`config.mk`:
```
export PLATFORM = sky130hd
export DESIGN_NAME = sdm_decim_top
export DESIGN_NICKNAME = d
export VERILOG_FILES = /design/src/rtl/sdm_pkg.sv /design/src/rtl/sdm_cic.sv /design/src/rtl/sdm_avg.sv /design/src/rtl/sdm_tail.sv /design/src/rtl/sdm_decim_top.sv
export SDC_FILE = /design/constraint.sdc
export NUM_CORES = 1
export LEC_CHECK = 0
export CAP_MARGIN = 20
export CORE_MARGIN = 8
export CORE_UTILIZATION = 43
export DETAILED_ROUTE_END_ITERATION = 6
export GPL_TIMING_DRIVEN = 0
export SYNTH_ARGS = -nofsm -noshare
export SYNTH_HDL_FRONTEND = slang
export SYNTH_HIERARCHICAL = 1
export SYNTH_SLANG_ARGS = --single-unit
```
`constraint.sdc`:
```
create_clock -name clk -period 19.7 [get_ports clk]
set_input_delay 2.955 -clock clk [delete_from_list [all_inputs] [get_ports clk]]
set_output_delay 2.955 -clock clk [all_outputs]
set_load 0.02 [all_outputs]
```
`src/rtl/sdm_pkg.sv`:
```
package sdm_pkg;
  typedef enum logic [1:0] {
    ST_IDLE  = 2'd0,
    ST_RUN   = 2'd1,
    ST_DRAIN = 2'd2
  } run_state_e;
endpackage

```
`src/rtl/sdm_cic.sv`:
```
// Sinc filter: MAX_ORD integrators at bit rate, MAX_ORD combs at decimated rate.
module sdm_cic #(
  parameter int MAX_ORD = 5,
  parameter int ACC_W   = 32,
  parameter int FOSR_W  = 10,
  parameter int TAP_W   = 3
) (
  input  logic              clk,
  input  logic              rst_n,
  input  logic              clr,
  input  logic              step,
  input  logic              bit_in,
  input  logic [TAP_W-1:0]  ord_m1,
  input  logic [FOSR_W-1:0] fosr_m1,
  output logic              dec_valid,
  output logic [ACC_W-1:0]  dec_data
);
  typedef logic [MAX_ORD-1:0][ACC_W-1:0] stage_vec_t;

  stage_vec_t integ_q, integ_n, integ_all;
  stage_vec_t comb_q, comb_n, cin_all, cout_all;
  logic [FOSR_W-1:0] phase_q, phase_n;
  logic [ACC_W-1:0]  sample;
  logic              dec_pt;

  assign sample = bit_in ? ACC_W'(1) : {ACC_W{1'b1}};
  assign dec_pt = (phase_q == fosr_m1);

  for (genvar g = 0; g < MAX_ORD; g++) begin : g_stage
    logic [ACC_W-1:0] isum;
    logic [ACC_W-1:0] cin;
    if (g == 0) begin : g_head
      assign isum = integ_q[g] + sample;
      assign cin  = integ_all[ord_m1];
    end else begin : g_tail
      assign isum = integ_q[g] + g_stage[g-1].isum;
      assign cin  = g_stage[g-1].cout;
    end
    logic [ACC_W-1:0] cout;
    assign cout         = cin - comb_q[g];
    assign integ_all[g] = isum;
    assign cin_all[g]   = cin;
    assign cout_all[g]  = cout;
  end

  assign dec_valid = step && !clr && dec_pt;
  assign dec_data  = cout_all[ord_m1];

  always_comb begin
    integ_n = integ_q;
    comb_n  = comb_q;
    phase_n = phase_q;
    if (clr) begin
      integ_n = '0;
      comb_n  = '0;
      phase_n = '0;
    end else if (step) begin
      integ_n = integ_all;
      if (dec_pt) begin
        comb_n  = cin_all;
        phase_n = '0;
      end else begin
        phase_n = phase_q + 1'b1;
      end
    end
  end

  always_ff @(posedge clk or negedge rst_n) begin
    if (!rst_n) begin
      integ_q <= '0;
      comb_q  <= '0;
      phase_q <= '0;
    end else if (clr || step) begin
      integ_q <= integ_n;
      comb_q  <= comb_n;
      phase_q <= phase_n;
    end
  end
endmodule

```
`src/rtl/sdm_avg.sv`:
```
// Settling discard and averaging accumulator over decimated outputs.
module sdm_avg #(
  parameter int ACC_W  = 32,
  parameter int IOSR_W = 8,
  parameter int TAP_W  = 3,
  parameter int SKIP_W = 3
) (
  input  logic              clk,
  input  logic              rst_n,
  input  logic              clr,
  input  logic              hold,
  input  logic              fast,
  input  logic [TAP_W-1:0]  ord_m1,
  input  logic [IOSR_W-1:0] iosr_m1,
  input  logic              dec_valid,
  input  logic [ACC_W-1:0]  dec_data,
  output logic              push,
  output logic [ACC_W-1:0]  push_data
);
  logic [SKIP_W-1:0] skip_q, skip_n, skip_tgt;
  logic [IOSR_W-1:0] cnt_q, cnt_n;
  logic [ACC_W-1:0]  acc_q, acc_n, total;

  // fast mode discards two more settling outputs than order 2
  assign skip_tgt  = fast ? SKIP_W'(3) : SKIP_W'(ord_m1);
  assign total     = acc_q + dec_data;
  assign push_data = fast ? {total[ACC_W-2:0], 1'b0} : total;

  always_comb begin
    skip_n = skip_q;
    cnt_n  = cnt_q;
    acc_n  = acc_q;
    push   = 1'b0;
    if (clr) begin
      skip_n = '0;
      cnt_n  = '0;
      acc_n  = '0;
    end else if (dec_valid && !hold) begin
      if (skip_q != skip_tgt) begin
        skip_n = skip_q + 1'b1;
      end else if (cnt_q == iosr_m1) begin
        push  = 1'b1;
        acc_n = '0;
        cnt_n = '0;
      end else begin
        acc_n = total;
        cnt_n = cnt_q + 1'b1;
      end
    end
  end

  always_ff @(posedge clk or negedge rst_n) begin
    if (!rst_n) begin
      skip_q <= '0;
      cnt_q  <= '0;
      acc_q  <= '0;
    end else if (clr || dec_valid) begin
      skip_q <= skip_n;
      cnt_q  <= cnt_n;
      acc_q  <= acc_n;
    end
  end
endmodule

```
`src/rtl/sdm_tail.sv`:
```
// Bit-rate delay line: a pushed result emerges tap_m1+1 accepted bits later.
module sdm_tail #(
  parameter int DEPTH = 5,
  parameter int W     = 32,
  parameter int TAP_W = 3
) (
  input  logic             clk,
  input  logic             rst_n,
  input  logic             clr,
  input  logic             step,
  input  logic             push,
  input  logic [W-1:0]     push_data,
  input  logic [TAP_W-1:0] tap_m1,
  output logic             pub,
  output logic [W-1:0]     pub_data
);
  logic [DEPTH-1:0]        vld_q, vld_n;
  logic [DEPTH-1:0][W-1:0] dat_q, dat_n;

  assign pub      = step && !clr && vld_q[tap_m1];
  assign pub_data = dat_q[tap_m1];

  always_comb begin
    vld_n = vld_q;
    dat_n = dat_q;
    if (clr) begin
      vld_n = '0;
      dat_n = '0;
    end else if (step) begin
      vld_n[0] = push;
      dat_n[0] = push_data;
      for (int i = 1; i < DEPTH; i++) begin
        vld_n[i] = vld_q[i-1];
        dat_n[i] = dat_q[i-1];
      end
    end
  end

  always_ff @(posedge clk or negedge rst_n) begin
    if (!rst_n) begin
      vld_q <= '0;
      dat_q <= '0;
    end else if (clr || step) begin
      vld_q <= vld_n;
      dat_q <= dat_n;
    end
  end
endmodule

```
`src/rtl/sdm_decim_top.sv`:
```
module sdm_decim_top #(
  parameter int MAX_ORD = 5,
  parameter int ACC_W   = 32,
  parameter int FOSR_W  = 10,
  parameter int IOSR_W  = 8,
  parameter int RES_W   = 24,
  parameter int CHAN_W  = 8,
  parameter int ORD_W   = $clog2(MAX_ORD + 1)
) (
  input  logic                    clk,
  input  logic                    rst_n,
  input  logic                    bit_valid,
  input  logic                    bit_in,
  input  logic                    cfg_en,
  input  logic                    cfg_start,
  input  logic                    cfg_cont,
  input  logic                    cfg_fast,
  input  logic [ORD_W-1:0]        cfg_order,
  input  logic [FOSR_W-1:0]       cfg_fosr_m1,
  input  logic [IOSR_W-1:0]       cfg_iosr_m1,
  input  logic [CHAN_W-1:0]       cfg_chan,
  input  logic                    cfg_dreq_en,
  input  logic                    data_rd,
  input  logic                    ovr_clr,
  output logic [RES_W+CHAN_W-1:0] data_word,
  output logic                    eoc_flag,
  output logic                    ovr_flag,
  output logic                    dreq
);
  import sdm_pkg::*;

  localparam int TAP_W  = $clog2(MAX_ORD);
  localparam int SKIP_W = $clog2(MAX_ORD + 3);
  localparam int DW     = RES_W + CHAN_W;

  run_state_e       state_q, state_n;
  logic [TAP_W-1:0] ord_m1;
  logic             clr_dp, step, hold;
  logic             dec_valid, push, pub;
  logic [ACC_W-1:0] dec_data, push_data, pub_data;
  logic             eoc_q, eoc_n, ovr_q, ovr_n, ovr_set;
  logic [DW-1:0]    word_q, word_n;

  always_comb begin
    if (cfg_order == '0)                ord_m1 = '0;
    else if (int'(cfg_order) > MAX_ORD) ord_m1 = TAP_W'(MAX_ORD - 1);
    else                                ord_m1 = TAP_W'(cfg_order - 1'b1);
    if (cfg_fast)                       ord_m1 = TAP_W'(1);
  end

  assign clr_dp = (state_q == ST_IDLE) || !cfg_en;
  assign step   = (state_q != ST_IDLE) && cfg_en && bit_valid;
  assign hold   = (state_q == ST_DRAIN);

  sdm_cic #(.MAX_ORD(MAX_ORD), .ACC_W(ACC_W), .FOSR_W(FOSR_W), .TAP_W(TAP_W)) cic_i (
    .clk(clk), .rst_n(rst_n), .clr(clr_dp), .step(step), .bit_in(bit_in),
    .ord_m1(ord_m1), .fosr_m1(cfg_fosr_m1),
    .dec_valid(dec_valid), .dec_data(dec_data)
  );

  sdm_avg #(.ACC_W(ACC_W), .IOSR_W(IOSR_W), .TAP_W(TAP_W), .SKIP_W(SKIP_W)) avg_i (
    .clk(clk), .rst_n(rst_n), .clr(clr_dp), .hold(hold), .fast(cfg_fast),
    .ord_m1(ord_m1), .iosr_m1(cfg_iosr_m1), .dec_valid(dec_valid),
    .dec_data(dec_data), .push(push), .push_data(push_data)
  );

  sdm_tail #(.DEPTH(MAX_ORD), .W(ACC_W), .TAP_W(TAP_W)) tail_i (
    .clk(clk), .rst_n(rst_n), .clr(clr_dp), .step(step), .push(push),
    .push_data(push_data), .tap_m1(ord_m1), .pub(pub), .pub_data(pub_data)
  );

  // run control
  always_comb begin
    state_n = state_q;
    unique case (state_q)
      ST_IDLE:  if (cfg_en && cfg_start) state_n = ST_RUN;
      ST_RUN:   if (!cfg_en) state_n = ST_IDLE;
                else if (push && !cfg_cont) state_n = ST_DRAIN;
      ST_DRAIN: if (!cfg_en || pub) state_n = ST_IDLE;
      default:  state_n = ST_IDLE;
    endcase
  end

  // result word and flags
  assign ovr_set = pub && eoc_q && !data_rd;

  always_comb begin
    word_n = word_q;
    eoc_n  = eoc_q;
    ovr_n  = ovr_q;
    if (!cfg_en) begin
      word_n = '0;
      eoc_n  = 1'b0;
      ovr_n  = 1'b0;
    end else begin
      if (pub) begin
        word_n = {pub_data[RES_W-1:0], cfg_chan};
        eoc_n  = 1'b1;
      end else if (data_rd) begin
        eoc_n  = 1'b0;
      end
      if (ovr_set)      ovr_n = 1'b1;
      else if (ovr_clr) ovr_n = 1'b0;
    end
  end

  always_ff @(posedge clk or negedge rst_n) begin
    if (!rst_n) begin
      state_q <= ST_IDLE;
      word_q  <= '0;
      eoc_q   <= 1'b0;
      ovr_q   <= 1'b0;
    end else begin
      state_q <= state_n;
      word_q  <= word_n;
      eoc_q   <= eoc_n;
      ovr_q   <= ovr_n;
    end
  end

  assign data_word = word_q;
  assign eoc_flag  = eoc_q;
  assign ovr_flag  = ovr_q;
  assign dreq      = eoc_q && cfg_dreq_en;
endmodule

```
==> qor.yml, run 1 <==
slew_violations: 0
clock_skew_ns: 0.0373
clock_sink_count: 446
hold_viol: 0
maxSlewHeadroom_pct: 28.5
r2r-start: "cic_i/integ_q[0]$_DFFE_PN0P_"
htreeDepth: 2
pre_cts_ws_ns: -0.0683
diodes: 0
totalWireLength_um: 94100
place_area_mm2: 0.0353
grt_pass1_wl_um: 146000
syn_nets: 3898
route.detailed.drc: 0
slowest_stage: "clkdlybuf4s50_1"
min_period_ns: 18.79
cts-buffers-inserted: 53
grt_max_degree: 115
maxUsedRoutingLayer: "met4"
syn_area_mm2: 0.0331
layout_setup_ws_ns: 0.908
cp.required_ns: 20.25
worstMarginPinSlew_ns: 1.07
syn_inst: 3566
layout_commonest_cell: "dfrtp_1"
nNetsFinal: 4038
clockRootBuffer: "clkbuf_16"
clk_latency_ns: 0.64
grt_pass1_vias: 25700
crit_fanout: 9
cpMostUsedCell: "ha_1"
layout-drive-gt1-share_pct: 6.33
dpl.hpwl_um: 72400
setup_violations: 0
p_leak_nw: 16.4
clockBufferDepth: 3
total_power_mw: 7.06
dr.pass1.iters: 6
criticalPathCategory: "input port to flip-flop"
hp-start: "cic_i/comb_q[34]$_DFFE_PN0P_"
fmax_mhz: 53.2
clkTransAtPathRegs_ns: 0.06
final_util_pct: 49.1
dr_wl_met3_um: 4170
first_iter_violations: 1747
routed_via_density: 5.50
fin_crit_sh_pct: 95.4
outcome: "completed"
crit_start: "bit_in"
vdd_drop_max_mv: 0.216
final_cells: 4777
p_per_area_mw_per_mm2: 189
final_cell_mix: "dfrtp_1 (446), nor2_1 (403), mux2i_1 (323)"
dieWidth_um: 294
hold_depth: 2
wl_met1_um: 45300
ioPinCount: 75
synth_area_per_cell_um2: 9.29
grt.total_usage_pct: 21.1
max_stage_delay_ns: 0.61
hp-class: "flip-flop to flip-flop"
area_growth_pct: 12.7
met2_length_um: 42000
core_area_mm2: 0.0761
final_area_mm2: 0.0373
num_vias: 26300
overflow: 0
dp.cells: 4675
start_util_pct: 43.5
core.rowCount: 101
die_h_um: 294
drv_cap: 0
io_buffers: 74
gp_congestion: 0.917
worstPathArrival_ns: 19.34
antenna_found_initial: 0
worst_setup_path_end_kind: "flip-flop"
hold_buffers: 0
fp.dieArea_mm2: 0.0862
post_drt_wl_per_cell_um: 19.7
ys.warnings.count: 6
rr_worst_depth: 69
ant_nets: 0
cts_tree: "done"
critPathLaunchType: "input port"
[per-stage QoR]
stage / hold slack [ns] / setup TNS [ns]
after detailed placement: 0.474 / -0.0683
after CTS: 0.486 / 0
after floorplan: 0.438 / 0
final: 0.480 / 0
after global routing: 0.503 / -0.0205
after global placement: 0.463 / -2296.45
[cell type report]
type	count	area (µm²)
plain buffers	207	982
clock buffers	74	1550
clock inverters	22	387
fillers	7236	38700
inverters	235	886
multi-input cells	2678	20200
flip-flops and latches	446	11200
well taps	1030	1290
repair buffers	84	908
repair inverters	1	5.00
[metal layers]
layer,up-vias,track usage (%)
met2,500,33.7
met4,0,5.95
met3,122,2.53
li1,12900,-
met5,-,0
met1,12700,30.1
[worst max-delay path, delay by kind of cell]
kind / cells / cell delay [ns]
adders and majority gates: 11 / 3.86
and+or+nand+nor: 14 / 1.82
xor gates and xnor gates: 10 / 2.69
AOI/OAI and AO/OA: 31 / 6.53
muxes: 1 / 0.14
buffers and inverters: 4 / 1.35
[worst paths after layout]
check	to	slack [ns]
worst min-delay path	cic_i/comb_q[34]$_DFFE_PN0P_	0.48
min in group asynchronous	cic_i/comb_q[115]$_DFFE_PN0P_	2.16
worst max-delay path	tail_i/dat_q[23]$_DFFE_PN0P_	0.91
worst max register to register	tail_i/dat_q[23]$_DFFE_PN0P_	3.66
max in group asynchronous	data_word[3]$_DFFE_PN0N_	15.76
worst min register to register	cic_i/comb_q[34]$_DFFE_PN0P_	0.48
[state kept, by name, indices dropped and copies added (netlist names)]
signal / count
avg_i/acc_q: 24
avg_i/cnt_q: 8
avg_i/skip_q: 3
cic_i/comb_q: 120
cic_i/integ_q: 120
cic_i/phase_q: 10
data_word: 32
eoc_flag: 1
ovr_flag: 1
state_q: 2
tail_i/dat_q: 120
tail_i/vld_q: 5
[report_power, final]
| part | switching, mW | total [mW] | internal [mW] |
|---|---|---|---|
| sequential | 0.0141 | 0.950 | 0.936 |
| clock | 0.424 | 1.10 | 0.676 |
| combinational | 2.94 | 5.01 | 2.07 |
| total | 3.38 | 7.06 | 3.68 |
[repair_timing]
item	in CTS	in global routing
gates resized for setup	0	8
setup endpoints to repair	0	5
setup buffers	0	5
Note: power is estimated with default switching activity, not from simulation.
==> inputs of run 2 (changes only) <==
--- a/config.mk
+++ b/config.mk
@@ -8,6 +8,7 @@
 export CAP_MARGIN = 20
 export CORE_MARGIN = 8
 export CORE_UTILIZATION = 43
+export CTS_CLUSTER_DIAMETER = 60
 export DETAILED_ROUTE_END_ITERATION = 6
 export GPL_TIMING_DRIVEN = 0
 export SYNTH_ARGS = -nofsm -noshare
==> run 2 against run 1 <==
Net effect: flip-flop and latch count unchanged; routed wire length fell by 0.18%; clock skew fell by 0.00063 ns.
==> qor.yml, run 2 (synthesized netlist as in run 1, its figures left out) <==
dieWidth_um: 294  # unchanged
worst_setup_path_end_kind: "flip-flop"
layout_commonest_cell: "dfrtp_1"
rsz0062_at_grt: "false"
hp-class: "flip-flop to flip-flop"
grt_max_degree: 115  # unchanged
num_vias: 26400  # +0.45%
ioPinCount: 75  # unchanged
final_util_pct: 49.1  # about the same
first_iter_violations: 1779  # +1.8%
dpl.hpwl_um: 72400  # unchanged
ant_nets: 0  # unchanged
antenna_found_initial: 0  # unchanged
min_period_ns: 18.86  # +0.0701 ns
worstMarginPinSlew_ns: 1.10  # +0.0245 ns
io_buffers: 74  # unchanged
place_area_mm2: 0.0353  # unchanged
worstPathArrival_ns: 19.41  # +0.07 ns
grt.total_usage_pct: 21.1  # -0.039 points
hold_buffers: 0  # unchanged
tns_ns: 0  # unchanged
crit_fanout: 9  # unchanged
fin_crit_sh_pct: 95.7  # +0.36 points
p_leak_nw: 16.4  # about the same
grt_pass1_vias: 25800  # +0.39%
dr.pass1.iters: 5  # -1
grt_pass1_wl_um: 146000  # about the same
dp.cells: 4675  # unchanged
totalWireLength_um: 94000  # -0.18%
clock_skew_ns: 0.0366  # -0.000626 ns
routed_via_density: 5.52  # +0.31%
post_drt_wl_per_cell_um: 19.6  # -0.32%
p_per_area_mw_per_mm2: 189  # -0.17%
drv_cap: 0  # unchanged
setup_violations: 0  # unchanged
pre_cts_ws_ns: -0.0683  # unchanged
clockRootBuffer: "clkbuf_16"
layout_setup_ws_ns: 0.838  # -0.0701 ns
vdd_drop_max_mv: 0.223  # +3.2%
hp-start: "cic_i/comb_q[98]$_DFFE_PN0P_"
route.detailed.drc: 0  # unchanged
htreeDepth: 2  # unchanged
start_util_pct: 43.5  # unchanged
layout-drive-gt1-share_pct: 6.39  # +0.068 points
criticalPathCategory: "input port to flip-flop"
critPathLaunchType: "input port"
core_area_mm2: 0.0761  # unchanged
final_area_mm2: 0.0373  # about the same
clk_latency_ns: 0.64  # about the same
final_cells: 4784  # +0.15%
die_h_um: 294  # unchanged
clkTransAtPathRegs_ns: 0.06  # about the same
slowest_stage: "clkdlybuf4s50_1"
slew_violations: 0  # unchanged
crit_start: "bit_in"
gp_congestion: 0.917  # unchanged
outcome: "completed"
nNetsFinal: 4042  # +0.099%
maxSlewHeadroom_pct: 26.9  # -1.6 points
diodes: 0  # unchanged
overflow: 0  # unchanged
fp.dieArea_mm2: 0.0862  # unchanged
clockBufferDepth: 3  # unchanged
hold_viol: 0  # unchanged
cts_tree: "done"
cp.required_ns: 20.25  # about the same
fmax_mhz: 53.0  # -0.37%
max_stage_delay_ns: 0.60  # about the same
cts-buffers-inserted: 58  # +9.4%
r2r-start: "cic_i/integ_q[0]$_DFFE_PN0P_"
area_growth_pct: 12.7  # about the same
top_regs: "cic_i/comb_q x120, cic_i/integ_q x120, tail_i/dat_q x120"
final_cell_mix: "dfrtp_1 (446), nor2_1 (403), mux2i_1 (323)"
clock_sink_count: 446  # unchanged
core.rowCount: 101  # unchanged
cpMostUsedCell: "ha_1"
[run 2: cell count changes in the layout (fill, tap and decap cells not counted), sizes merged]
cell	delta
clkbuf	+9
clkinvlp	+3
bufinv	-5
inv	+5
buf	-1
clkinv	-4
[run 2: area by class of cell]
cell class | instances | area, µm²
fillers | 7254 | 38700
multi-input cells | 2678 | 20200
flip-flops and latches | 446 | 11200
clock buffers | 83 | 1690
well taps | 1030 | 1290
plain buffers | 207 | 982
repair buffers | 83 | 901
inverters | 235 | 886
clock inverters | 21 | 274
repair inverters | 1 | 5.00
[run 2: path summary, 6_finish.rpt]
path | endpoint | slack, ns | cells after the start
min in group asynchronous | cic_i/comb_q[115]$_DFFE_PN0P_ | 2.16 | 1
worst max-delay path | tail_i/dat_q[23]$_DFFE_PN0P_ | 0.84 | 66
worst min-delay path | cic_i/comb_q[98]$_DFFE_PN0P_ | 0.48 | 2
worst max register to register | tail_i/dat_q[23]$_DFFE_PN0P_ | 3.66 | 64
max in group asynchronous | data_word[3]$_DFFE_PN0N_ | 15.77 | 4
worst min register to register | cic_i/comb_q[98]$_DFFE_PN0P_ | 0.48 | 2
[run 2: critical path: cells and delay by family]
kind,cells,cell delay [ns]
buffers and inverters,3,1.01
multiplexers,2,0.26
adder cells (fa/ha/maj),11,3.73
AO/OA/AOI/OAI,28,6.06
XOR/XNOR,7,1.94
AND/OR/NAND/NOR,15,3.43
[run 2: what timing repair did]
action,4_1_cts,5_1_grt
gates resized for setup,0,8
endpoints found under the hold margin,0,0
setup buffers,0,4
setup endpoints to repair,0,5
[run 2: where the power goes]
group / internal (mW) / switching, mW / total [mW]
Clock: 0.659 / 0.432 / 1.09
Sequential: 0.936 / 0.0143 / 0.950
Combinational: 2.07 / 2.94 / 5.01
[run 2: through the flow]
stage	power [mW]	hold slack, ns
after floorplan	4.74	0.438
after global placement	5.82	0.463
after detailed placement	5.82	0.474
after CTS	6.97	0.485
after global routing	7.61	0.500
final	7.05	0.481
[run 2: per-layer routing]
layer	part of all wire, %	vias up	track usage, %
met5	0	-	0
met4	2.6	0	5.80
met3	4.5	121	2.55
met2	45	531	33.9
met1	48	12800	29.9
li1	-	12900	-
==> inputs of run 3 (changes only) <==
--- a/config.mk
+++ b/config.mk
@@ -5,6 +5,7 @@
 export SDC_FILE = /design/constraint.sdc
 export NUM_CORES = 1
 export LEC_CHECK = 0
+export ABC_AREA = 1
 export CAP_MARGIN = 20
 export CORE_MARGIN = 8
 export CORE_UTILIZATION = 43
==> run 3 against run 2 <==
Net effect: sequential share of layout area rose by 0.76 points; design area fell by 2.5%; global-route usage rose by 2.0 points; flip-flop and latch count did not move; area after synthesis fell by 3.7%; utilization rose by 0.16 points; setup slack improved by 2.0 ns; count of clock-buffer cells in the layout rose by 11.
==> qor.yml, run 3 <==
gp_congestion: 0.893  # -2.6%
crit_fanout: 24  # +15
drv_cap: 0  # unchanged
core.rowCount: 100  # -0.99%
synth_area_per_cell_um2: 7.64  # -18%
nNetsFinal: 4661  # +15%
clockRootBuffer: "clkbuf_16"
min_period_ns: 16.86  # -2.00 ns
route.detailed.drc: 0  # unchanged
hold_buffers: 0  # unchanged
cts-buffers-inserted: 69  # +19%
cp.required_ns: 20.19  # -0.06 ns
hp-class: "flip-flop to flip-flop"
totalWireLength_um: 96300  # +2.5%
final_cells: 5350  # +12%
worstMarginPinSlew_ns: 1.09  # -0.00783 ns
worstPathArrival_ns: 17.36  # -2.05 ns
cts_tree: "done"
grt_max_degree: 114  # -0.87%
pre_cts_ws_ns: 2.52  # +2.59 ns
criticalPathCategory: "input port to flip-flop"
max_stage_delay_ns: 0.69  # +0.09 ns
clock_skew_ns: 0.0225  # -0.0142 ns
slowest_stage: "inv_1"
grt_pass1_wl_um: 153000  # +4.6%
cts_resized: 0  # unchanged
layout-drive-gt1-share_pct: 5.20  # -1.2 points
clockBufferDepth: 3  # unchanged
clk_latency_ns: 0.63  # about the same
top_regs: "cic_i/comb_q x120, cic_i/integ_q x120, tail_i/dat_q x120"
antenna_found_initial: 0  # unchanged
diodes: 0  # unchanged
grt_pass1_vias: 27400  # +6.3%
nFillCells: 7291  # +0.51%
ys.warnings.count: 6  # unchanged
clkTransAtPathRegs_ns: 0.05  # about the same
fmax_mhz: 59.3  # +12%
grt.total_usage_pct: 23.1  # +2.0 points
slew_violations: 0  # unchanged
post_drt_wl_per_cell_um: 18.0  # -8.3%
overflow: 0  # unchanged
clock_sink_count: 446  # unchanged
layout_setup_ws_ns: 2.84  # +2.00 ns
syn_area_mm2: 0.0319  # -3.7%
die_h_um: 288  # -1.8%
dp.cells: 5227  # +12%
htreeDepth: 3  # +1
critPathLaunchType: "input port"
ioPinCount: 75  # unchanged
core_area_mm2: 0.0739  # -2.8%
fp.dieArea_mm2: 0.0832  # -3.5%
start_util_pct: 43.2  # -0.39 points
first_iter_violations: 2124  # +19%
tns_ns: 0  # unchanged
setup_violations: 0  # unchanged
maxSlewHeadroom_pct: 27.2  # +0.25 points
syn_nets: 4510  # +16%
worst_setup_path_end_kind: "flip-flop"
syn_inst: 4178  # +17%
final-seq-area_mm2: 0.0112  # unchanged
io_buffers: 74  # unchanged
final_cell_mix: "nand2_1 (934), inv_1 (638), dfrtp_1 (446)"
final_area_mm2: 0.0364  # -2.5%
dieWidth_um: 288  # -1.8%
area_growth_pct: 14.1
routed_via_density: 5.26  # -4.6%
layout_commonest_cell: "nand2_1"
rsz0062_at_grt: "false"
multiInputGateArea_mm2: 0.0174  # -14%
hold_viol: 0  # unchanged
ant_nets: 0  # unchanged
r2r_setup_slack_ns: 5.79  # +2.13 ns
dpl.hpwl_um: 74700  # +3.1%
num_vias: 28200  # +6.7%
dr.pass1.iters: 5  # unchanged
post_cts_buffers: 0  # unchanged
cpMostUsedCell: "ha_1"
place_area_mm2: 0.0340  # -3.7%
fin_crit_sh_pct: 85.6  # -10 points
outcome: "completed"
## run 3: metal layers
layer / wire length (µm) / share of wire (%) / up-vias / GRT usage, %
li1: - / - / 14200 / -
met1: 46600 / 48 / 13200 / 33.2
met2: 40900 / 42 / 657 / 35.1
met3: 6130 / 6.4 / 137 / 4.28
met4: 2650 / 2.8 / 0 / 7.09
met5: 0 / 0 / - / 0
## run 3: per-stage QoR
step	hold WS, ns	utilization (%)
global route	0.500	49.3
CTS	0.484	49.3
finish	0.477	49.3
detailed placement	0.469	46.0
floorplan	0.453	-
global placement	0.466	45.8
## run 3: final cells by class
cell class | count | share of cell area, %
repair buffers | 80 | 2.39
well taps | 969 | 3.33
clock buffers | 94 | 5.36
plain buffers | 196 | 2.48
multi-input cells | 2881 | 47.7
flip-flops and latches | 446 | 30.6
clock inverters | 29 | 1.31
inverters | 655 | 6.76
## run 3: final timing paths
path	startpoint	end	depth (start not counted)
worst max-delay path	bit_in	tail_i/dat_q[20]$_DFFE_PN0P_	62
worst min-delay path	ovr_flag$_DFFE_PN0P_	ovr_flag$_DFFE_PN0P_	2
worst max register to register	cic_i/integ_q[0]$_DFFE_PN0P_	tail_i/dat_q[20]$_DFFE_PN0P_	66
worst min register to register	ovr_flag$_DFFE_PN0P_	ovr_flag$_DFFE_PN0P_	2
max in group asynchronous	rst_n	tail_i/dat_q[106]$_DFFE_PN0P_	4
min in group asynchronous	rst_n	cic_i/comb_q[67]$_DFFE_PN0P_	1
## run 3: critical path: cells and delay by family
family                     cells  cell delay, ns
xor gates and xnor gates      10            2.26
buffers and inverters          8            1.48
adders and majority gates     11            4.10
and+or+nand+nor               11            1.12
AOI/OAI and AO/OA             22            5.43
Power of run 3 is not shown: default switching activity piles up to over one toggle a cycle in this logic, so the estimate is an artifact.
